**src/rtl/regbank_pkg.sv**
```systemverilog
// Shared constants and helpers for the register bank.
// Assumes a 32-bit data bus with four byte lanes.
package regbank_pkg;
    localparam int DATA_W = 32;
    localparam int STRB_W = DATA_W / 8;
    localparam logic [1:0] RESP_OKAY = 2'b00;

    // Replace the byte lanes selected by strb with those of nval.
    function automatic logic [DATA_W-1:0] byte_merge(
        input logic [DATA_W-1:0] oval,
        input logic [DATA_W-1:0] nval,
        input logic [STRB_W-1:0] strb
    );
        logic [DATA_W-1:0] r;
        r = oval;
        for (int b = 0; b < STRB_W; b++)
            if (strb[b]) r[b*8 +: 8] = nval[b*8 +: 8];
        return r;
    endfunction
endpackage

```
**src/rtl/regbank_wrchan.sv**
```systemverilog
// Write channel front end: accepts address and data independently,
// then issues a single-cycle commit and the write response.
// Assumes the manager holds valid signals until ready.
module regbank_wrchan
    import regbank_pkg::*;
#(
    parameter int ADDR_W = 8
) (
    input  logic              clk,
    input  logic              rst_n,
    input  logic [ADDR_W-1:0] awaddr,
    input  logic              awvalid,
    output logic              awready,
    input  logic [DATA_W-1:0] wdata,
    input  logic [STRB_W-1:0] wstrb,
    input  logic              wvalid,
    output logic              wready,
    output logic              bvalid,
    input  logic              bready,
    output logic              commit,
    output logic [ADDR_W-1:0] c_addr,
    output logic [DATA_W-1:0] c_data,
    output logic [STRB_W-1:0] c_strb
);
    logic aw_held, w_held;

    assign awready = !aw_held;
    assign wready  = !w_held;
    assign commit  = aw_held && w_held && !bvalid;

    // Hold each half of the write until both are present, then respond.
    always_ff @(posedge clk) begin
        if (!rst_n) begin
            aw_held <= 1'b0;
            w_held  <= 1'b0;
            bvalid  <= 1'b0;
            c_addr  <= '0;
            c_data  <= '0;
            c_strb  <= '0;
        end else begin
            if (awvalid && awready) begin
                aw_held <= 1'b1;
                c_addr  <= awaddr;
            end
            if (wvalid && wready) begin
                w_held <= 1'b1;
                c_data <= wdata;
                c_strb <= wstrb;
            end
            if (commit) begin
                aw_held <= 1'b0;
                w_held  <= 1'b0;
                bvalid  <= 1'b1;
            end else if (bvalid && bready) begin
                bvalid <= 1'b0;
            end
        end
    end
endmodule

```
**src/rtl/regbank_store.sv**
```systemverilog
// Register storage: scalar write words, input staging and shadow
// elements, output snapshot elements, and the flat readback image.
// Assumes commit is a one-cycle pulse from the write channel.
module regbank_store
    import regbank_pkg::*;
#(
    parameter int ADDR_W   = 8,
    parameter int N_SIN    = 2,
    parameter int N_SOUT   = 2,
    parameter int VEC_LEN  = 4,
    parameter bit READBACK = 1'b1,
    parameter logic [N_SIN*DATA_W-1:0]   INIT_SIN = '0,
    parameter logic [VEC_LEN*DATA_W-1:0] INIT_VIN = '0,
    localparam int I_VST  = N_SIN,
    localparam int I_VSTB = I_VST + VEC_LEN,
    localparam int I_SOUT = I_VSTB + 1,
    localparam int I_VOUT = I_SOUT + N_SOUT,
    localparam int I_VOSB = I_VOUT + VEC_LEN,
    localparam int NREG   = I_VOSB + 1
) (
    input  logic                        clk,
    input  logic                        rst_n,
    input  logic                        commit,
    input  logic [ADDR_W-1:0]           c_addr,
    input  logic [DATA_W-1:0]           c_data,
    input  logic [STRB_W-1:0]           c_strb,
    input  logic [N_SOUT*DATA_W-1:0]    core_sout,
    input  logic [VEC_LEN*DATA_W-1:0]   core_vout,
    output logic [N_SIN*DATA_W-1:0]     core_sin,
    output logic [VEC_LEN*DATA_W-1:0]   core_vin,
    output logic [NREG*DATA_W-1:0]      rd_words,
    output logic                        vin_hit
);
    localparam int IW = ADDR_W - 2;

    logic [IW-1:0] c_idx;
    logic          trig_val, vout_hit;

    assign c_idx    = c_addr[ADDR_W-1:2];
    assign trig_val = c_strb[0] && (c_data == DATA_W'(1));
    assign vin_hit  = commit && (c_idx == IW'(I_VSTB)) && trig_val;
    assign vout_hit = commit && (c_idx == IW'(I_VOSB)) && trig_val;

    assign rd_words[I_VSTB*DATA_W +: DATA_W] = '0;
    assign rd_words[I_VOSB*DATA_W +: DATA_W] = '0;

    for (genvar k = 0; k < N_SIN; k++) begin : g_sin
        logic [DATA_W-1:0] q;
        // Scalar control word: byte-merged on a write to its index.
        always_ff @(posedge clk) begin
            if (!rst_n)                             q <= INIT_SIN[k*DATA_W +: DATA_W];
            else if (commit && c_idx == IW'(k))     q <= byte_merge(q, c_data, c_strb);
        end
        assign core_sin[k*DATA_W +: DATA_W] = q;
        assign rd_words[k*DATA_W +: DATA_W] = READBACK ? q : '0;
    end

    for (genvar e = 0; e < VEC_LEN; e++) begin : g_vec
        logic [DATA_W-1:0] stage_q, shadow_q, snap_q;
        // Staging element: written by software, invisible to the core.
        always_ff @(posedge clk) begin
            if (!rst_n)                                   stage_q <= INIT_VIN[e*DATA_W +: DATA_W];
            else if (commit && c_idx == IW'(I_VST + e))   stage_q <= byte_merge(stage_q, c_data, c_strb);
        end
        // Shadow element: loaded from staging only on the input trigger.
        always_ff @(posedge clk) begin
            if (!rst_n)       shadow_q <= INIT_VIN[e*DATA_W +: DATA_W];
            else if (vin_hit) shadow_q <= stage_q;
        end
        // Snapshot element: samples the core output on the output trigger.
        always_ff @(posedge clk) begin
            if (!rst_n)        snap_q <= '0;
            else if (vout_hit) snap_q <= core_vout[e*DATA_W +: DATA_W];
        end
        assign core_vin[e*DATA_W +: DATA_W]            = shadow_q;
        assign rd_words[(I_VST+e)*DATA_W +: DATA_W]  = READBACK ? stage_q : '0;
        assign rd_words[(I_VOUT+e)*DATA_W +: DATA_W] = snap_q;
    end

    for (genvar o = 0; o < N_SOUT; o++) begin : g_sout
        assign rd_words[(I_SOUT+o)*DATA_W +: DATA_W] = core_sout[o*DATA_W +: DATA_W];
    end
endmodule

```
**src/rtl/regbank_rdpipe.sv**
```systemverilog
// Read channel with a segmented, optionally pipelined select tree.
// PIPE_RATIO=0 selects directly; otherwise one register per segment of
// PIPE_RATIO words (5..50) adds one cycle. One read is in flight at a time.
module regbank_rdpipe
    import regbank_pkg::*;
#(
    parameter int ADDR_W     = 8,
    parameter int NREG       = 14,
    parameter int PIPE_RATIO = 5,
    localparam int IW   = ADDR_W - 2,
    localparam int NSEG = (PIPE_RATIO == 0) ? 1 : (NREG + PIPE_RATIO - 1) / PIPE_RATIO,
    localparam int NPAD = (PIPE_RATIO == 0) ? NREG : NSEG * PIPE_RATIO
) (
    input  logic                   clk,
    input  logic                   rst_n,
    input  logic [ADDR_W-1:0]      araddr,
    input  logic                   arvalid,
    output logic                   arready,
    output logic [DATA_W-1:0]      rdata,
    output logic                   rvalid,
    input  logic                   rready,
    input  logic [NREG*DATA_W-1:0] rd_words
);
    logic [DATA_W-1:0] wd [NPAD];
    logic              busy, s1_v, final_v;
    logic [IW-1:0]     idx_q;
    logic [DATA_W-1:0] final_word;

    for (genvar k = 0; k < NPAD; k++) begin : g_pad
        if (k < NREG) begin : g_real
            assign wd[k] = rd_words[k*DATA_W +: DATA_W];
        end else begin : g_zero
            assign wd[k] = '0;
        end
    end

    assign arready = !busy;

    // Accept one address, track the in-flight read, deliver the response.
    always_ff @(posedge clk) begin
        if (!rst_n) begin
            busy   <= 1'b0;
            s1_v   <= 1'b0;
            idx_q  <= '0;
            rvalid <= 1'b0;
            rdata  <= '0;
        end else begin
            s1_v <= arvalid && !busy;
            if (arvalid && !busy) begin
                busy  <= 1'b1;
                idx_q <= araddr[ADDR_W-1:2];
            end
            if (final_v) begin
                rvalid <= 1'b1;
                rdata  <= final_word;
            end else if (rvalid && rready) begin
                rvalid <= 1'b0;
                busy   <= 1'b0;
            end
        end
    end

    if (PIPE_RATIO == 0) begin : g_flat
        assign final_v = s1_v;
        // Direct select across all words.
        always_comb begin
            final_word = '0;
            for (int k = 0; k < NPAD; k++)
                if (idx_q == IW'(k)) final_word = wd[k];
        end
    end else begin : g_seg
        logic [DATA_W-1:0] seg_q [NSEG];
        logic [IW-1:0]     sel_q;
        logic              s2_v;
        for (genvar s = 0; s < NSEG; s++) begin : g_s
            logic [DATA_W-1:0] pick;
            // Local select within one segment.
            always_comb begin
                pick = '0;
                for (int k = 0; k < PIPE_RATIO; k++)
                    if (idx_q == IW'(s*PIPE_RATIO + k)) pick = wd[s*PIPE_RATIO + k];
            end
            // Segment pipeline register.
            always_ff @(posedge clk) begin
                if (!rst_n)    seg_q[s] <= '0;
                else if (s1_v) seg_q[s] <= pick;
            end
        end
        // Second stage valid and segment number.
        always_ff @(posedge clk) begin
            if (!rst_n) begin
                s2_v  <= 1'b0;
                sel_q <= '0;
            end else begin
                s2_v <= s1_v;
                if (s1_v) sel_q <= idx_q / IW'(PIPE_RATIO);
            end
        end
        assign final_v = s2_v;
        // Final select among segment registers.
        always_comb begin
            final_word = '0;
            for (int s = 0; s < NSEG; s++)
                if (sel_q == IW'(s)) final_word = seg_q[s];
        end
    end
endmodule

```
**src/rtl/regbank_axil.sv**
```systemverilog
// Top of the register bank: AXI4-Lite subordinate port, storage and
// pipelined readback. Assumes one clock domain and 4-byte word stride.
module regbank_axil
    import regbank_pkg::*;
#(
    parameter int ADDR_W     = 8,
    parameter int N_SIN      = 2,
    parameter int N_SOUT     = 2,
    parameter int VEC_LEN    = 4,
    parameter bit READBACK   = 1'b1,
    parameter int PIPE_RATIO = 5,
    parameter logic [N_SIN*32-1:0]   INIT_SIN = '0,
    parameter logic [VEC_LEN*32-1:0] INIT_VIN = '0
) (
    input  logic                    clk,
    input  logic                    rst_n,
    input  logic [ADDR_W-1:0]       s_awaddr,
    input  logic                    s_awvalid,
    output logic                    s_awready,
    input  logic [31:0]             s_wdata,
    input  logic [3:0]              s_wstrb,
    input  logic                    s_wvalid,
    output logic                    s_wready,
    output logic [1:0]              s_bresp,
    output logic                    s_bvalid,
    input  logic                    s_bready,
    input  logic [ADDR_W-1:0]       s_araddr,
    input  logic                    s_arvalid,
    output logic                    s_arready,
    output logic [31:0]             s_rdata,
    output logic [1:0]              s_rresp,
    output logic                    s_rvalid,
    input  logic                    s_rready,
    output logic [N_SIN*32-1:0]     core_sin,
    output logic [VEC_LEN*32-1:0]   core_vin,
    input  logic [N_SOUT*32-1:0]    core_sout,
    input  logic [VEC_LEN*32-1:0]   core_vout
);
    localparam int NREG = N_SIN + N_SOUT + 2*VEC_LEN + 2;

    logic                   wr_commit, vin_hit;
    logic [ADDR_W-1:0]      c_addr;
    logic [DATA_W-1:0]      c_data;
    logic [STRB_W-1:0]      c_strb;
    logic [NREG*DATA_W-1:0] rd_words;

    assign s_bresp = RESP_OKAY;
    assign s_rresp = RESP_OKAY;

    regbank_wrchan #(.ADDR_W(ADDR_W)) u_wr (
        .clk(clk), .rst_n(rst_n),
        .awaddr(s_awaddr), .awvalid(s_awvalid), .awready(s_awready),
        .wdata(s_wdata), .wstrb(s_wstrb), .wvalid(s_wvalid), .wready(s_wready),
        .bvalid(s_bvalid), .bready(s_bready),
        .commit(wr_commit), .c_addr(c_addr), .c_data(c_data), .c_strb(c_strb)
    );

    regbank_store #(
        .ADDR_W(ADDR_W), .N_SIN(N_SIN), .N_SOUT(N_SOUT), .VEC_LEN(VEC_LEN),
        .READBACK(READBACK), .INIT_SIN(INIT_SIN), .INIT_VIN(INIT_VIN)
    ) u_store (
        .clk(clk), .rst_n(rst_n),
        .commit(wr_commit), .c_addr(c_addr), .c_data(c_data), .c_strb(c_strb),
        .core_sout(core_sout), .core_vout(core_vout),
        .core_sin(core_sin), .core_vin(core_vin),
        .rd_words(rd_words), .vin_hit(vin_hit)
    );

    regbank_rdpipe #(.ADDR_W(ADDR_W), .NREG(NREG), .PIPE_RATIO(PIPE_RATIO)) u_rd (
        .clk(clk), .rst_n(rst_n),
        .araddr(s_araddr), .arvalid(s_arvalid), .arready(s_arready),
        .rdata(s_rdata), .rvalid(s_rvalid), .rready(s_rready),
        .rd_words(rd_words)
    );
endmodule

```
**config.mk**
```make
export PLATFORM = sky130hd
export DESIGN_NAME = regbank_axil
export DESIGN_NICKNAME = d
export VERILOG_FILES = /design/src/rtl/regbank_pkg.sv /design/src/rtl/regbank_wrchan.sv /design/src/rtl/regbank_store.sv /design/src/rtl/regbank_rdpipe.sv /design/src/rtl/regbank_axil.sv
export SDC_FILE = /design/constraint.sdc
export NUM_CORES = 1
export LEC_CHECK = 0
export ABC_AREA = 1
export BUFFER_PORTS_ARGS = -buffer_cell sky130_fd_sc_hd__buf_2
export CORE_ASPECT_RATIO = 1.1
export CORE_MARGIN = 10
export CORE_UTILIZATION = 35
export CTS_CLUSTER_SIZE = 24
export DETAILED_ROUTE_END_ITERATION = 10
export PLACE_DENSITY = 0.61
export SYNTH_ARGS = -nofsm -noshare
export SYNTH_HDL_FRONTEND = slang
export SYNTH_SLANG_ARGS = --single-unit
export TNS_END_PERCENT = 10
```
**constraint.sdc**
```tcl
create_clock -name clk -period 6 [get_ports clk]
set_clock_uncertainty 0.1 [all_clocks]
set_input_delay 0.3 -clock clk [delete_from_list [all_inputs] [get_ports clk]]
set_output_delay 0.3 -clock clk [all_outputs]
set_load 0.005 [all_outputs]
```
==> flow_metrics.py, run 1 <==
metrics = {
    "worst_setup_path": {
        "reg2reg_slack_ns": 2.32,
        "arrival_ns": 4.06,
        "critPathKind": "flop to flop",
        "required_ns": 6.38,
        "crit_fanout": 75,
        "worstPathCellList": "nor4b_1, nand2_1, nor2_1, nand3_4, buf_4, o21ai_1, a21oi_1",
        "cp_slowest_cell": "nand3_4",
        "reg2reg_from": "u_wr.c_data[0]",
        "critPathTopFamily": "simple AND/OR/NAND/NOR gates",
        "slowest_delay_ns": 0.73,
        "end_kind": "flop",
        "r2r_cells": 7,
        "setup.worst_path.start_class": "flop",
        "worstReg2RegEnd": "u_store.g_vec[1].snap_q[9]",
        "worst-path-buf-inv": 1,
    },
    "cts": {
        "cts_tree": "yes",
        "clk_latency_ns": 0.62,
        "cts-hold-fix-buffers": 195,
        "cts.path.max_buffers": 3,
        "cts_max_level": 3,
        "post_cts_buffers": 0,
        "cts.repair.resized": 0,
        "clock_sinks": 635,
        "cts_buffers": 71,
        "root_buffer": "clkbuf_16",
        "clk_pin_slew_worst_paths_ns": 0.06,
    },
    "floorplanning": {
        "rows": 105,
        "fp.dieW_um": 281.5,
        "num_io_pins": 484,
        "initial_core_util_pct": 35.29,
        "die_y_um": 307.7,
        "fp.dieArea_sq_mm": 0.08662,
        "core_area_sq_mm": 0.07462,
    },
    "sta": {
        "finalCriticalPeriod_ns": 3.682,
        "maxSlewViolCount": 0,
        "hold_slack_ns": 0.02318,
        "setup_tns_ns": 0,
        "slew_headroom_pct": 19.12,
        "tightest_slew_ns": 1.213,
        "fmax_mhz": 271.6,
        "rsz0062_at_grt": "no",
        "setup_viol": 0,
        "finalHoldViolCount": 0,
        "min_period_over_period_pct": 61.37,
    },
    "routing": {
        "dr.pass1.iters": 5,
        "routed_wirelength_um": 99720,
        "wire_per_inst_um": 20.88,
        "routed_via_density": 5.072,
        "routed-via-count": 24220,
        "drt_iter0_markers": 2065,
        "ant_nets": 0,
        "route.detailed.drc": 0,
    },
    "layout": {
        "regArea_sq_mm": 0.01367,
        "multi_input_comb_area_sq_mm": 0.009236,
        "layout_common_cells": "538 x dfxtp_1, 474 x buf_2, 463 x inv_1, 463 x o21ai_0, 446 x a21oi_1",
        "drive_gt1_share_pct": 17.16,
        "n_fill_cell": 7376,
        "syn_to_final_growth_pct": 24.69,
        "nets": 3997,
        "layout_commonest_cell": "dfxtp_1",
    },
    "synth": {
        "yosysSeqAreaShare_pct": 51.92,
        "yosysTopAreaCell": "dfxtp_1",
        "syn_area_per_cell_sq_um": 8.092,
        "yosysTopAreaCellShare_pct": 40.98,
        "ys.flop_type": "dfxtp_1",
        "synth_cells": 3254,
        "synth_area_sq_mm": 0.02633,
        "synth_edf_count": 96,
        "synth-seq-cells": 635,
        "ys_warn_count": 0,
        "async_reset_ff_share_pct": 0,
        "ys_top_cells_by_area": "dfxtp_1 41%, edfxtp_1 11%, o21ai_0 8.8%, a21oi_1 8.5%, inv_1 6.6%",
        "yosysUniqueCellTypes": 35,
    },
    "pwr": {
        "power_mw": 9.437,
        "power_frac_comb_pct": 7.0,
        "leakage_nw": 12.83,
        "p_int_mw": 7.090,
        "power_switching_mw": 2.347,
        "power_density_mw_per_mm2": 287.4,
        "ir_drop_mv": 0.2110,
        "seqPwrFrac_pct": 47.5,
        "swShare_pct": 24.87,
        "clkPwrFrac_pct": 45.5,
    },
    "min_path": {
        "hp-class": "input port to flop",
        "holdPathStages": 3,
        "hp-start": "rst_n",
        "hold_end": "u_store.g_vec[3].shadow_q[28]",
    },
    "status": {
        "status": "finished clean",
    },
    "placed_design": {
        "io_buffers": 475,
        "gp_congestion": 0.8724,
        "dp_hpwl_um": 69370,
    },
    "global_route": {
        "grt_util_all_layers_pct": 22.10,
        "grt_pass1_wl_um": 146200,
        "grt-ovfl-total": 0,
        "grt_pass1_vias": 22930,
        "grt_antenna_before_repair": 15,
        "grt_max_degree": 223,
    },
    "run": {
        "max-cap-violations": 0,
    },
}
## registers in the layout (all words and copies together), names as in the netlist, 4 cells and up
signal,cells
u_store.g_vec.shadow_q,128
u_store.g_vec.snap_q,128
u_store.g_vec.stage_q,128
u_rd.g_seg.seg_q,96
u_store.g_sin.q,64
u_rd.rdata,32
u_wr.c_data,32
u_rd.idx_q,6
u_wr.c_addr,6
u_rd.g_seg.sel_q,4
u_wr.c_strb,4
## layout make-up
class	count	share of cell area, %
diodes	13	0.09908
clock buffers	106	6.383
clock inverters	21	0.5449
inverters	478	5.465
multi-input cells	1858	28.13
flip-flops and latches	635	41.65
well taps	963	3.670
repair buffers	702	14.06
## tightest hold or removal path, stage by stage
cell and delay (ns):
buf_8 0.20, o21ai_0 0.13, a21oi_1 0.05
## per-stage QoR
stage / cells / setup slack (ns) / util [%] / cell area [sq um]
after floorplan: 3257 / 2.565 / - / 26340
after global placement: 4441 / 2.286 / 38.29 / 28570
after detailed placement: 4441 / 2.297 / 38.29 / 28570
after CTS: 4763 / 2.268 / 43.96 / 32800
after global routing: 4769 / 2.171 / 43.98 / 32820
final: 4776 / 2.318 / 44.00 / 32830
## cells by family after synthesis
family                 Yosys count  share of synthesized area, %
AOI/OAI and AO/OA             1192                         23.99
buffers and inverters          764                         13.37
and+or+nand+nor                662                         10.71
DFF                            635                         51.92
other                            1                       0.01424
## routing by layer
layer | part of all wire [%] | GRT usage (%)
met3 | 8.4 | 5.455
met5 | 0.042 | 0
met1 | 44 | 29.92
met4 | 3.0 | 7.702
met2 | 44 | 33.77
## Yosys cell counts, drive strengths merged (5+ instances only)
library cell and number:
a21oi 446, o211ai 44, a31oi 17, edfxtp 96, clkinv 5, o21ai 608, a41oi 40, o22ai 23
dfxtp 539, a22oi 8, buf 158, nor4 8, o221ai 5, nor2 318, clkbuf 128, nand4 33
nand3 88, nor3 13, inv 473, nand2 200
## power groups by stage
stage | Combinational [mW] | Sequential (mW) | Clock, mW
floorplan | 0.307 | 4.53 | 0
global placement | 0.550 | 4.57 | 0
detailed placement | 0.550 | 4.57 | 0
CTS | 0.657 | 4.48 | 4.37
global route | 0.720 | 4.49 | 4.54
finish | 0.662 | 4.48 | 4.29
## how the worst max path moves through the flow
stage	startpoint	endpoint	slack, ns	cells past startpoint
after floorplan	rst_n	u_rd.g_seg.seg_q[0][0]	2.56	3
after detailed placement	u_wr.c_data[0]	u_store.g_vec[1].snap_q[9]	2.30	7
after global placement	u_wr.c_data[0]	u_store.g_vec[1].snap_q[9]	2.29	7
after CTS	u_wr.c_data[0]	u_store.g_vec[1].snap_q[9]	2.27	7
final	u_wr.c_data[0]	u_store.g_vec[1].snap_q[9]	2.32	7
after global routing	u_wr.c_data[0]	u_store.g_vec[1].snap_q[9]	2.17	7
No activity file was read; power rests on OpenSTA's default activity.
==> run 2: changes to the inputs <==
--- a/config.mk
+++ b/config.mk
@@ -5,14 +5,14 @@
 export SDC_FILE = /design/constraint.sdc
 export NUM_CORES = 1
 export LEC_CHECK = 0
-export ABC_AREA = 1
+export ABC_AREA = 0
 export BUFFER_PORTS_ARGS = -buffer_cell sky130_fd_sc_hd__buf_2
 export CORE_ASPECT_RATIO = 1.1
 export CORE_MARGIN = 10
 export CORE_UTILIZATION = 35
 export CTS_CLUSTER_SIZE = 24
 export DETAILED_ROUTE_END_ITERATION = 10
-export PLACE_DENSITY = 0.61
+export PLACE_DENSITY = 0.63
 export SYNTH_ARGS = -nofsm -noshare
 export SYNTH_HDL_FRONTEND = slang
 export SYNTH_SLANG_ARGS = --single-unit
==> constraint.sdc (replaced) <==
create_clock -name clk -period 3.2 [get_ports clk]
set_clock_uncertainty 0.1 [all_clocks]
set_input_delay 0.16 -clock clk [delete_from_list [all_inputs] [get_ports clk]]
set_output_delay 0.16 -clock clk [all_outputs]
set_load 0.005 [all_outputs]
==> run 2 against run 1 <==
Net effect: final cell count is 2.9% lower; sequential share of layout area is 2.3 points lower; first-iteration DRC count decreased by 2.6%; critical path depth unchanged; area after synthesis increased by 1.7%; via count decreased by 0.86%; sequential power increased by 86%; worst hold slack better by 0.020 ns.
==> flow_metrics.py, run 2 <==
metrics = {
    "status": {
        "status": "finished clean",
    },
    "placed_design": {
        "dpl_cell_area_sq_mm": 0.02982,
        "gp_congestion": 0.8335,
        "dp_hpwl_um": 67270,
        "io_buffers": 475,
    },
    "floorplanning": {
        "initial_core_util_pct": 35.23,
        "num_io_pins": 484,
        "die_y_um": 310.1,
        "fp.dieArea_sq_mm": 0.08797,
        "rows": 106,
        "fp.dieW_um": 283.7,
        "core_area_sq_mm": 0.07600,
    },
    "pwr": {
        "power_frac_comb_pct": 6.8,
        "clkPwrFrac_pct": 47.0,
        "p_int_mw": 13.78,
        "swShare_pct": 23.73,
        "ir_drop_mv": 0.3803,
        "seqPwrFrac_pct": 46.2,
        "power_switching_mw": 4.288,
        "leakage_nw": 12.80,
        "power_density_mw_per_mm2": 519.4,
    },
    "synth": {
        "syn_area_per_cell_sq_um": 8.883,
        "yosysTopAreaCellShare_pct": 40.30,
        "yosysUniqueCellTypes": 50,
        "ys_top_cells_by_count": "751 x nand2_1, 539 x dfxtp_1, 322 x nand3_1",
        "ys_warn_count": 0,
        "synth_cells": 3014,
        "ys.flop_type": "dfxtp_1",
        "yosysMostFrequentCell": "nand2_1",
        "async_reset_ff_share_pct": 0,
        "synth_edf_count": 96,
        "yosysTopAreaCell": "dfxtp_1",
        "yosysSeqAreaShare_pct": 51.07,
        "ys_top_cells_by_area": "dfxtp_1 40%, edfxtp_1 11%, nand2_1 11%, a21boi_0 6.5%, nand3_1 6.0%",
        "synth_area_sq_mm": 0.02677,
        "synth-seq-cells": 635,
    },
    "global_route": {
        "grt_util_all_layers_pct": 21.41,
        "grt_max_degree": 271,
        "use_met1_pct": 29.37,
        "grt_util_met2_pct": 32.63,
        "met3_usage_pct": 5.217,
        "grt_antenna_before_repair": 1,
        "grt_pass1_wl_um": 148400,
        "grt-ovfl-total": 0,
        "grt-busiest-layer": "met2",
        "grt_pass1_vias": 23400,
    },
    "layout": {
        "layout_commonest_cell": "nand2_1",
        "finish.instance_area_sq_mm": 0.03479,
        "n_fill_cell": 7260,
        "layout_common_cells": "751 x nand2_1, 535 x dfxtp_1, 474 x buf_2, 322 x nand3_1, 243 x dlygate4sd3_1",
        "drive_gt1_share_pct": 20.85,
        "reg_top3": "u_store.g_vec.shadow_q (128), u_store.g_vec.snap_q (128), u_store.g_vec.stage_q (128)",
        "nets": 3800,
        "syn_to_final_growth_pct": 29.95,
    },
    "worst_setup_path": {
        "end_kind": "flop",
        "crit_path_start": "u_wr.c_addr[3]",
        "setup.worst_path.start_class": "flop",
        "crit_fanout": 40,
        "reg2reg_slack_ns": 0.1,
        "crit_end": "u_store.g_vec[0].snap_q[26]",
        "r2r_cells": 7,
        "critPathKind": "flop to flop",
        "reg2reg_from": "u_wr.c_addr[3]",
        "worstReg2RegEnd": "u_store.g_vec[0].snap_q[26]",
        "arrival_ns": 3.50,
        "required_ns": 3.59,
    },
    "sta": {
        "finalCriticalPeriod_ns": 3.104,
        "finalHoldViolCount": 0,
        "setup_viol": 0,
        "fmax_mhz": 322.2,
        "setup_tns_ns": 0,
        "rsz0062_at_grt": "no",
        "tightest_slew_ns": 1.379,
        "slew_headroom_pct": 8.034,
        "maxSlewViolCount": 0,
        "min_period_over_period_pct": 97.00,
    },
    "cts": {
        "cts.path.max_buffers": 3,
        "root_buffer": "clkbuf_16",
        "cts_buffers": 72,
        "clk_pin_slew_worst_paths_ns": 0.06,
        "cts_tree": "yes",
        "clock_sinks": 635,
        "cts_max_level": 3,
        "clk_latency_ns": 0.61,
    },
    "routing": {
        "route.detailed.drc": 0,
        "ant_nets": 0,
        "dr.pass1.iters": 5,
        "drt_iter0_markers": 2012,
        "routed_via_density": 5.180,
        "wire_per_inst_um": 21.11,
        "routed_wirelength_um": 97860,
        "routed-via-count": 24010,
    },
    "min_path": {
        "hp-class": "input port to flop",
    },
    "run": {
        "max-cap-violations": 0,
    },
}
-- run 2: power by group through the flow --
stage          combinational [mW]  clock (mW)  sequential (mW)
2_1_floorplan               0.584           0             8.43
3_3_place_gp                 1.00           0             8.52
3_5_place_dp                 1.00           0             8.52
4_1_cts                      1.21        8.67             8.35
5_1_grt                      1.32        8.99             8.36
6_report                     1.22        8.49             8.35
-- run 2: timing repair --
item,in CTS,in global routing
endpoints found under the hold margin,222,0
hold buffers,243,0
endpoints found under the setup margin,0,4
setup buffers,0,2
gates resized for setup,0,5
-- run 2: cell type report --
cell class	instances	area, sq um	area share (%)
Clock inverter	25	242.7	0.6977
Multi-Input combinational cell	2023	11470	32.98
Inverter	7	26.28	0.07552
Antenna cell	3	7.507	0.02158
Sequential cell	635	13680	39.32
Clock buffer	107	2217	6.373
Timing Repair Buffer	810	5861	16.85
Tap cell	1026	1284	3.690
-- run 2: cells by family (layout without fill, tap and decap cells) --
group / Yosys count / count (layout) / synth area share, %
xor gates and xnor gates: 1 / 1 / 0.03272
other: 1 / 7 / 0.01401
DFF: 635 / 635 / 51.07
muxes: 45 / 45 / 3.178
buffers and inverters: 359 / 949 / 6.823
and+or+nand+nor: 1213 / 1213 / 19.44
AOI/OAI and AO/OA: 760 / 760 / 19.44
-- run 2: critical path, stage by stage, from the launching register on --
cell and delay (ns):
dfxtp_1 0.33, or4b_4 0.59, or3_4 0.41, or4_4 0.58, buf_16 0.21, nand2_1 0.10, a21boi_1 0.05, dlygate4sd3_1 0.54
-- run 2: worst min-delay path by stage --
stage | depth (start not counted) | slack, ns | endpoint | from
CTS | 3 | 0.01 | u_rd.g_seg.seg_q[1][10] | core_sout[42]
global route | 3 | 0.03 | u_rd.g_seg.seg_q[1][10] | core_sout[42]
detailed placement | 2 | 0.28 | u_rd.busy | s_rready
finish | 3 | 0.04 | u_rd.g_seg.seg_q[1][10] | core_sout[42]
global placement | 2 | 0.27 | u_rd.busy | s_rready
floorplan | 1 | 0.17 | u_rd.busy | s_rready
-- run 2: layer usage --
metal | vias up | wire (um)
met3 | 153 | 7680
met5 | - | 0
met4 | 0 | 2778
met1 | 11450 | 44170
met2 | 887 | 43230
li1 | 11520 | -
-- run 2: metrics by stage --
step / util [%] / worst slack (ns) / power, mW / std cells / hold slack [ns]
after floorplan: - / 0.8516 / 9.018 / 3017 / 0.1711
after global placement: 39.24 / 0.5697 / 9.526 / 4255 / 0.2699
after detailed placement: 39.24 / 0.5474 / 9.527 / 4255 / 0.2755
after CTS: 45.67 / 0.01217 / 18.24 / 4630 / 0.01282
after global routing: 45.77 / 0.03350 / 18.67 / 4634 / 0.03102
final: 45.78 / 0.09614 / 18.07 / 4636 / 0.04305
